===== config.mk =====
export PLATFORM = sky130hd
export DESIGN_NAME = xmem_mux_master
export DESIGN_NICKNAME = d
export VERILOG_FILES = /design/src/rtl/mmx_pkg.sv /design/src/rtl/mmx_seq.sv /design/src/rtl/mmx_hold.sv /design/src/rtl/mmx_pins.sv /design/src/rtl/mmx_capture.sv /design/src/rtl/xmem_mux_master.sv
export SDC_FILE = /design/constraint.sdc
export NUM_CORES = 1
export LEC_CHECK = 0
export ABC_AREA = 1
export BUFFER_PORTS_ARGS = -buffer_cell sky130_fd_sc_hd__clkbuf_2
export CORE_MARGIN = 10
export CORE_UTILIZATION = 40
export DETAILED_ROUTE_END_ITERATION = 16
export PLACE_DENSITY = 0.69
export REMOVE_ABC_BUFFERS = 1
export SYNTH_ARGS = -nofsm -noshare
export SYNTH_HDL_FRONTEND = slang
export SYNTH_SLANG_ARGS = --single-unit

===== constraint.sdc =====
create_clock -name clk -period 1.5 [get_ports clk]
set_input_delay 0.225 -clock clk [delete_from_list [all_inputs] [get_ports clk]]
set_output_delay 0.225 -clock clk [all_outputs]
set_load 0.03 [all_outputs]

===== src/rtl/mmx_pkg.sv =====
package mmx_pkg;

  typedef enum logic [2:0] {
    MX_IDLE,
    MX_AHI,
    MX_ALO,
    MX_TURN,
    MX_RDAT,
    MX_WDAT
  } mx_state_e;

  // Bus is driven during both address phases and the write data phase.
  function automatic logic mx_drives(input mx_state_e s);
    return (s == MX_AHI) || (s == MX_ALO) || (s == MX_WDAT);
  endfunction

  // Combined strobe: low in address phases except their hold cycle,
  // low for the whole read data phase.
  function automatic logic mx_strb_low(input mx_state_e s, input logic last);
    return (s == MX_RDAT) || (((s == MX_AHI) || (s == MX_ALO)) && !last);
  endfunction

  function automatic logic mx_wen_low(input mx_state_e s, input logic last);
    return (s == MX_WDAT) && !last;
  endfunction

endpackage


===== src/rtl/mmx_seq.sv =====
module mmx_seq
  import mmx_pkg::*;
#(
  parameter int PHASE_CYC = 2
) (
  input  logic      clk,
  input  logic      rst_n,
  input  logic      req_valid,
  input  logic      is_wr,
  output mx_state_e st,
  output logic      last,
  output logic      accept,
  output logic      rd_end,
  output logic      wr_end,
  output logic      ready
);
  localparam int CW = $clog2(PHASE_CYC + 1);
  localparam logic [CW-1:0] CNT_LAST = CW'(PHASE_CYC - 1);

  logic [CW-1:0] cnt;

  assign ready  = (st == MX_IDLE);
  assign accept = ready && req_valid;
  assign last   = (st == MX_TURN) || (cnt == CNT_LAST);
  assign rd_end = (st == MX_RDAT) && last;
  assign wr_end = (st == MX_WDAT) && last;

  always_ff @(posedge clk or negedge rst_n) begin
    if (!rst_n) begin
      st  <= MX_IDLE;
      cnt <= '0;
    end else begin
      case (st)
        MX_IDLE: begin
          cnt <= '0;
          if (req_valid) st <= MX_AHI;
        end
        MX_TURN: begin
          cnt <= '0;
          st  <= MX_RDAT;
        end
        default: begin
          if (last) begin
            cnt <= '0;
            case (st)
              MX_AHI:  st <= MX_ALO;
              MX_ALO:  st <= is_wr ? MX_WDAT : MX_TURN;
              default: st <= MX_IDLE;
            endcase
          end else begin
            cnt <= cnt + 1'b1;
          end
        end
      endcase
    end
  end

  // the low address phase is only ever entered from the high one
  p_order_r2: assert property (@(posedge clk) disable iff (!rst_n)
    (st == MX_ALO && $past(st) != MX_ALO) |-> $past(st) == MX_AHI);

  p_cnt_range_r2: assert property (@(posedge clk) disable iff (!rst_n)
    cnt <= CNT_LAST);

endmodule


===== src/rtl/mmx_hold.sv =====
module mmx_hold #(
  parameter int LAT_W  = 16,
  parameter int DATA_W = 8
) (
  input  logic              clk,
  input  logic              rst_n,
  input  logic              accept,
  input  logic              req_write,
  input  logic [LAT_W-1:0]  req_addr_lo,
  input  logic [DATA_W-1:0] req_wdata,
  output logic              h_wr,
  output logic [LAT_W-1:0]  h_addr,
  output logic [DATA_W-1:0] h_wdata
);
  always_ff @(posedge clk or negedge rst_n) begin
    if (!rst_n) begin
      h_wr    <= 1'b0;
      h_addr  <= '0;
      h_wdata <= '0;
    end else if (accept) begin
      h_wr    <= req_write;
      h_addr  <= req_addr_lo;
      h_wdata <= req_wdata;
    end
  end
endmodule


===== src/rtl/mmx_pins.sv =====
module mmx_pins
  import mmx_pkg::*;
#(
  parameter int DATA_W = 8,
  parameter int LAT_W  = 16
) (
  input  mx_state_e         st,
  input  logic              last,
  input  logic [LAT_W-1:0]  h_addr,
  input  logic [DATA_W-1:0] h_wdata,
  output logic [DATA_W-1:0] bus_out,
  output logic              bus_oe,
  output logic              strb_n,
  output logic              wen_n
);
  // Byte k of the latched address range, k = 0 is the least significant.
  function automatic logic [DATA_W-1:0] lat_byte(input logic [LAT_W-1:0] a, input int k);
    return a[k*DATA_W +: DATA_W];
  endfunction

  always_comb begin
    case (st)
      MX_AHI:  bus_out = lat_byte(h_addr, 1);
      MX_ALO:  bus_out = lat_byte(h_addr, 0);
      MX_WDAT: bus_out = h_wdata;
      default: bus_out = '0;
    endcase
  end

  assign bus_oe = mx_drives(st);
  assign strb_n = !mx_strb_low(st, last);
  assign wen_n  = !mx_wen_low(st, last);
endmodule


===== src/rtl/mmx_capture.sv =====
module mmx_capture #(
  parameter int DATA_W = 8
) (
  input  logic              clk,
  input  logic              rst_n,
  input  logic              rd_end,
  input  logic              wr_end,
  input  logic [DATA_W-1:0] bus_in,
  output logic [DATA_W-1:0] rdata,
  output logic              done
);
  always_ff @(posedge clk or negedge rst_n) begin
    if (!rst_n) begin
      rdata <= '0;
      done  <= 1'b0;
    end else begin
      done <= rd_end || wr_end;
      if (rd_end) rdata <= bus_in;
    end
  end

  // completion never lasts beyond one cycle
  p_done_pulse_r9: assert property (@(posedge clk) disable iff (!rst_n)
    done |=> !done);
endmodule


===== src/rtl/xmem_mux_master.sv =====
module xmem_mux_master
  import mmx_pkg::*;
#(
  parameter int PHASE_CYC = 2,
  parameter int ADDR_W    = 24,
  parameter int DATA_W    = 8
) (
  input  logic              clk,
  input  logic              rst_n,
  input  logic              req_valid,
  input  logic              req_write,
  input  logic [ADDR_W-1:0] req_addr,
  input  logic [DATA_W-1:0] req_wdata,
  output logic              req_ready,
  output logic              done,
  output logic [DATA_W-1:0] rdata,
  output logic [DATA_W-1:0] bus_out,
  output logic              bus_oe,
  input  logic [DATA_W-1:0] bus_in,
  output logic              strb_n,
  output logic              wen_n
);
  localparam int LAT_BYTES = 2;
  localparam int LAT_W     = LAT_BYTES * DATA_W;

  mx_state_e         st;
  logic              last, accept, rd_end, wr_end;
  logic              h_wr;
  logic [LAT_W-1:0]  h_addr;
  logic [DATA_W-1:0] h_wdata;
  logic              rd_phase;

  // Upper address bits are dropped; paging them is the host's job.
  logic unused_top;
  assign unused_top = ^req_addr[ADDR_W-1:LAT_W];

  mmx_seq #(.PHASE_CYC(PHASE_CYC)) u_seq (
    .clk(clk), .rst_n(rst_n), .req_valid(req_valid), .is_wr(h_wr),
    .st(st), .last(last), .accept(accept), .rd_end(rd_end),
    .wr_end(wr_end), .ready(req_ready)
  );

  mmx_hold #(.LAT_W(LAT_W), .DATA_W(DATA_W)) u_hold (
    .clk(clk), .rst_n(rst_n), .accept(accept), .req_write(req_write),
    .req_addr_lo(req_addr[LAT_W-1:0]), .req_wdata(req_wdata),
    .h_wr(h_wr), .h_addr(h_addr), .h_wdata(h_wdata)
  );

  mmx_pins #(.DATA_W(DATA_W), .LAT_W(LAT_W)) u_pins (
    .st(st), .last(last), .h_addr(h_addr), .h_wdata(h_wdata),
    .bus_out(bus_out), .bus_oe(bus_oe), .strb_n(strb_n), .wen_n(wen_n)
  );

  mmx_capture #(.DATA_W(DATA_W)) u_cap (
    .clk(clk), .rst_n(rst_n), .rd_end(rd_end), .wr_end(wr_end),
    .bus_in(bus_in), .rdata(rdata), .done(done)
  );

  assign rd_phase = (st == MX_RDAT);

  p_idle_quiet_r1: assert property (@(posedge clk) disable iff (!rst_n)
    req_ready |-> (strb_n && wen_n && !bus_oe));

  p_addr_hold_r2: assert property (@(posedge clk) disable iff (!rst_n)
    ($rose(strb_n) && $past(bus_oe)) |-> (bus_oe && $stable(bus_out)));

  p_turn_r4: assert property (@(posedge clk) disable iff (!rst_n)
    $rose(rd_phase) |-> $past(!bus_oe && strb_n && wen_n));

  p_wen_hold_r6: assert property (@(posedge clk) disable iff (!rst_n)
    $rose(wen_n) |-> (bus_oe && $stable(bus_out) && strb_n));

  p_no_dual_strobe_r7: assert property (@(posedge clk) disable iff (!rst_n)
    !(!strb_n && !wen_n));

  p_rd_release_r7: assert property (@(posedge clk) disable iff (!rst_n)
    rd_phase |-> !bus_oe);

  p_accept_idle_r8: assert property (@(posedge clk) disable iff (!rst_n)
    (!req_ready && $past(req_ready)) |-> $past(req_valid));

  p_done_ready_r9: assert property (@(posedge clk) disable iff (!rst_n)
    done |-> req_ready);

endmodule


# Word-level counts from Yosys, hierarchy flattened

Cells that the tools add are included.

Register bits: 39
Bits in latches: 0
Memory bits (writable): 0
Memory bits (read-only): 0
Output and inout bits: 21
Logic and storage cells: 40
Memories: 0

Add/sub/neg operators: 1
Multiply operators: 0
Divide/modulo/power cells: 0
Order comparisons: 0
Equality and inequality tests: 7
Shift operators: 0
Mux-type cells: 8
Bitwise gates (word level): 0
Reduce and logical (&&, ||, !) cells: 17

Operator list:

| cell                  | count |
|---|---|
| $pmux W8 S3           | 1 |
| $pmux W3 S2           | 2 |
| $mux W3               | 3 |
| $eq A3 B2 Y1 const B  | 2 |
| $eq A3 B3 Y1 const B  | 2 |
| $logic_and A1 B1 Y1   | 5 |
| $logic_or A1 B1 Y1    | 5 |
| $mux W2               | 2 |
| $eq A3 B1 Y1 const B  | 1 |
| $logic_not A1 Y1      | 3 |
| $logic_not A3 Y1      | 1 |
| $reduce_bool A3 Y1    | 1 |
| $add A2 B1 Y2 const B | 1 |
| $eq A2 B1 Y1 const B  | 1 |
| $ne A2 B2 Y1 const B  | 1 |
| $reduce_and A2 Y1     | 1 |
| $reduce_or A2 Y1      | 1 |

# Depth between registers and ports, before layout

Depth in word-level cells: 6
Mapped depth: 8
Gate-level depth less buffers: 6

# Cells and area by module

A second synthesis with hierarchy kept.

Cell total of the unflattened synthesis: 228
Area, all modules: 1,830.5 um^2

Modules (own cells, without submodules):

| module      | times used | cells each | area an instance (um^2) | sequential area each (um^2) |
|---|---|---|---|---|
| mmx_hold    | 1          | 106        | 964.7                   | 625.6 |
| mmx_capture | 1          | 36         | 336.6                   | 225.2 |
| mmx_seq     | 1          | 39         | 302.8                   | 125.1 |
| mmx_pins    | 1          | 47         | 226.5                   | 0.0 |

# Worst setup path after synthesis

OpenSTA, ideal clock, no wires.

Path type: flip-flop to output port
From: register u_seq.cnt[1]
To: output port strb_n
Arrival: 1,439 ps
Required time: 1,275 ps
Setup slack: -164 ps
Cell stages (with the launch flop): 6
Cell sequence: dfrtp_1 > inv_1 > ha_1 > clkbuf_1 > a21oi_1 > a21oi_1

Longest elaborated chain between the ends: 6

Ends and longest elaborated chain:

| what                     | RTL line              | source |
|---|---|---|
| start: declaration       | mmx_seq.sv:20         | `logic [CW-1:0] cnt;` |
| start signal: assignment | mmx_seq.sv:51         | `cnt <= cnt + 1'b1;` |
| $eq A2 B1 Y1             | mmx_seq.sv:24         | `assign last = (st == MX_TURN) \|\| (cnt == CNT_LAST);` |
| $logic_or A1 B1 Y1       | mmx_seq.sv:24         |  |
| $logic_not A1 Y1         | mmx_pkg.sv:20         | `return (s == MX_RDAT) \|\| (((s == MX_AHI) \|\| (s == MX_ALO)) && !last);` |
| $logic_and A1 B1 Y1      | mmx_pkg.sv:20         |  |
| $logic_or A1 B1 Y1       | mmx_pkg.sv:20         |  |
| $logic_not A1 Y1         | mmx_pins.sv:31        | `assign strb_n = !mx_strb_low(st, last);` |
| end: declaration         | xmem_mux_master.sv:20 | `output logic strb_n,` |

No other way between the ends.

# Worst setup path after layout

From: register u_seq.st[1]
To: output port bus_out[6]

Longest elaborated chain between the ends: 2
Elaborated cells between the ends (all ways): 4
Those cells by class: eq/ne (3); mux (1)

Ends and longest elaborated chain:

| what                                 | RTL line              | source |
|---|---|---|
| start: declaration                   | mmx_seq.sv:10         | `output mx_state_e st,` |
| start signal: assignment             | mmx_seq.sv:47         | `MX_ALO: st <= is_wr ? MX_WDAT : MX_TURN;` |
| $eq A3 B3 Y1 (tied with other cells) | mmx_pins.sv:22        | `case (st)` |
| $pmux W8 S3 (*)                      | mmx_pins.sv:22        |  |
| end: declaration                     | xmem_mux_master.sv:17 | `output logic [DATA_W-1:0] bus_out,` |

Every way passes the cells marked *; elsewhere a longest branch is shown, timed or not.

==> flow_summary.json <==
{
  "grt_pass1_vias": 1979,
  "num_io_pins": 65,
  "power_density_nw_per_um2": 2360,
  "fin_util": 0.620,
  "numClockSinks": 39,
  "synth_cell_type_count": 20,
  "drv_cap": 0,
  "relSlewSlack": 0.667,
  "ctsLongestPathBuffers": 2,
  "viasPerCell": 4.99,
  "worstMarginPinSlew_ns": 0.499,
  "layout.cells.non_filler": 359,
  "grt_max_degree": 40,
  "synth_top_area_share": 0.527,
  "dr.first_iter.drc_count": 111,
  "place.detailed.hpwl_mm": 3.48,
  "rows": 24,
  "syn_area_per_cell_sq_um": 8.16,
  "ant_nets": 0,
  "final.setup.tns_ns": -1.81,
  "grt_overflow": 0,
  "slowest_stage": "dfrtp_1",
  "worst-endpoint-arrival_ns": 1.46,
  "place_area_sq_um": 2240,
  "grt_pass1_wl_mm": 8.72,
  "die_area_sq_um": 7750,
  "period_needed_ns": 1.69,
  "clk_pin_slew_ns": 0.08,
  "drive_above_1_share": 0.414,
  "die_x_microns": 88.0,
  "antenna_found_initial": 0,
  "diodes": 0,
  "place_inst": 339,
  "whs_path_depth": 3,
  "n_fill_cell": 380,
  "grtUsageTotal": 0.140,
  "stdcell_area_sq_um": 2740,
  "core_area_sq_um": 4410,
  "setup_viol": 12,
  "clk-insertion-delay-late_ns": 0.29,
  "ys_warn_count": 0,
  "status": "finished, violations left",
  "violations": "setup timing",
  "hold_class": "input pin to flip-flop",
  "cellLeakagePower_nw": 1.54,
  "initial_core_util": 0.420,
  "clock_skew_ns": 0.00647,
  "crit_family": "flip-flops",
  "htreeDepth": 2,
  "critPathBufInv": 3,
  "max_stage_delay_ns": 0.42,
  "p_total_mw": 6.45,
  "ys_ff_latch": 39,
  "numCtsBuffers": 5,
  "required_ns": 1.27,
  "slew_viol_final": 0,
  "synth_cells": 227,
  "firstDrtPassIters": 4,
  "dp_slack_ns": -0.0356,
  "holdPathEnd": "u_hold.h_addr[12]$_DFFE_PN0P_",
  "path_max_fanout": 8,
  "ir_worst_vdd_uv": 1230,
  "critical_path_class": "flip-flop to primary output",
  "rsz0062_at_grt": "yes",
  "synth.top_cells.by_area": "dfrtp_1 (53%), nand2_1 (21%), nand3_1 (13%), buf_6 (2.4%), nand2_4 (1.8%)",
  "via_count": 1790,
  "cts_tree": "yes",
  "hold_viol": 0,
  "max_freq_mhz": 593,
  "startpoint_type": "flip-flop",
  "yosys.area.top_type": "dfrtp_1",
  "place.gp.congestion": 0.898,
  "synthesis.area_sq_um": 1850,
  "rrSetupSlack_ns": 0.03,
  "nNetsFinal": 351,
  "die_h_microns": 88.0,
  "r2r_start": "u_seq.st[2]$_DFFE_PN0P_",
  "rr_worst_depth": 8,
  "setup_ws_ns": -0.185,
  "worstPathCellList": "inv_2, nand2_4, nor2_4, buf_12, nand2_2, nand3_2, buf_8",
  "clockRootBuffer": "clkbuf_8",
  "io_buffers": 56,
  "routedWlPerCell_microns": 14.6,
  "areaGrowthSynthToFinish_pct": 47.7,
  "cp-end-kind": "primary output",
  "drt-total-wl_mm": 5.24,
  "fin_hold_ws_ns": 0.153,
  "hold_path.startpoint": "req_addr[12]",
  "yosysSeqAreaShare": 0.527,
  "drcViolationCount": 0,
  "fin_crit_sh": 1.12,
  "timing.rr.end": "u_hold.h_wdata[3]$_DFFE_PN0P_"
}
## sequential cells by signal, summed over array words and instances, names as in the netlist
| name | cells |
|---|---|
| u_cap.rdata | 8 |
| u_seq.cnt | 2 |
| u_seq.st | 3 |
| u_cap.done | 1 |
| u_hold.h_wdata | 8 |
| u_hold.h_wr | 1 |
| u_hold.h_addr | 16 |
## where the power goes
part	total, mW	leakage (nW)	switching (mW)	internal (mW)
sequential	1.88	0.481	0.332	1.55
combinational	3.66	0.994	2.14	1.52
clock	0.913	0.0612	0.375	0.538
total	6.45	1.54	2.85	3.61
## repair_timing
item                                    4_1_cts  5_1_grt
pin swaps                                    12        2
setup buffers                                10        2
resized for setup                            58       23
gates cloned                                  0        1
hold buffers                                  1        0
endpoints found under the setup margin       12       45
endpoints found under the hold margin        36        0
## synth_stat cells (all sizes together)
cell,count
clkbuf,3
buf,7
a21oi,2
nor2,7
dfrtp,39
or2,1
clkinv,1
nand2,107
ha,1
inv,9
nand3,49
o211ai,1
## layout by cell type, fill, tap and decap left out, drive strengths merged
| cell type | n |
|---|---|
| a21oi | 2 |
| buf | 35 |
| bufinv | 1 |
| clkbuf | 51 |
| clkinv | 2 |
| dfrtp | 39 |
| dlygate4sd3 | 1 |
| ha | 1 |
| inv | 9 |
| nand2 | 108 |
| nand3 | 49 |
| nor2 | 7 |
| o211ai | 1 |
| or2 | 1 |
## kinds of logic after synthesis
family | Yosys count | share of synthesized area
and+or+nand+nor | 164 | 0.395
DFF | 39 | 0.527
buffers and inverters | 20 | 0.0622
adders and majority gates | 1 | 0.00676
AOI/OAI and AO/OA | 3 | 0.00946
## how the worst max path moves through the flow
stage / from / to / slack [ns] / cells after the start
floorplan: u_seq.cnt[1]$_DFF_PN0_ / strb_n / -0.04 / 4
global placement: u_seq.st[2]$_DFFE_PN0P_ / bus_out[1] / -0.01 / 6
detailed placement: u_seq.st[2]$_DFFE_PN0P_ / bus_out[1] / -0.04 / 6
CTS: u_seq.st[1]$_DFFE_PN0P_ / bus_out[2] / -0.19 / 7
global route: u_seq.st[1]$_DFFE_PN0P_ / bus_out[6] / -0.25 / 7
finish: u_seq.st[1]$_DFFE_PN0P_ / bus_out[6] / -0.19 / 7
## final cells by class
| cell class | instances | area (sq um) | share of cell area |
|---|---|---|---|
| tap | 52 | 65.1 | 0.0238 |
| clock inverter | 2 | 35.0 | 0.0128 |
| timing repair buffer | 81 | 617 | 0.226 |
| inverter | 10 | 50.0 | 0.0183 |
| multi-input combinational | 169 | 907 | 0.332 |
| clock buffer | 6 | 82.6 | 0.0302 |
| sequential | 39 | 978 | 0.358 |
## per-layer routing
metal  track usage  wire, microns  vias to the layer above
met5             0              0                        -
met4        0.0442             44                        0
met3        0.0539            520                        7
met2         0.239           2560                       66
met1         0.157           2120                      833
li1              -              -                      884
## worst register-to-register path, stage by stage (launching register included)
cell     delay (ns)
dfrtp_2        0.47
inv_2          0.12
buf_6          0.12
nand2_4        0.06
nor2_8         0.14
buf_8          0.15
buf_4          0.16
nand3_1        0.08
nand2_1        0.10
Note: power is estimated with default switching activity, not from simulation.
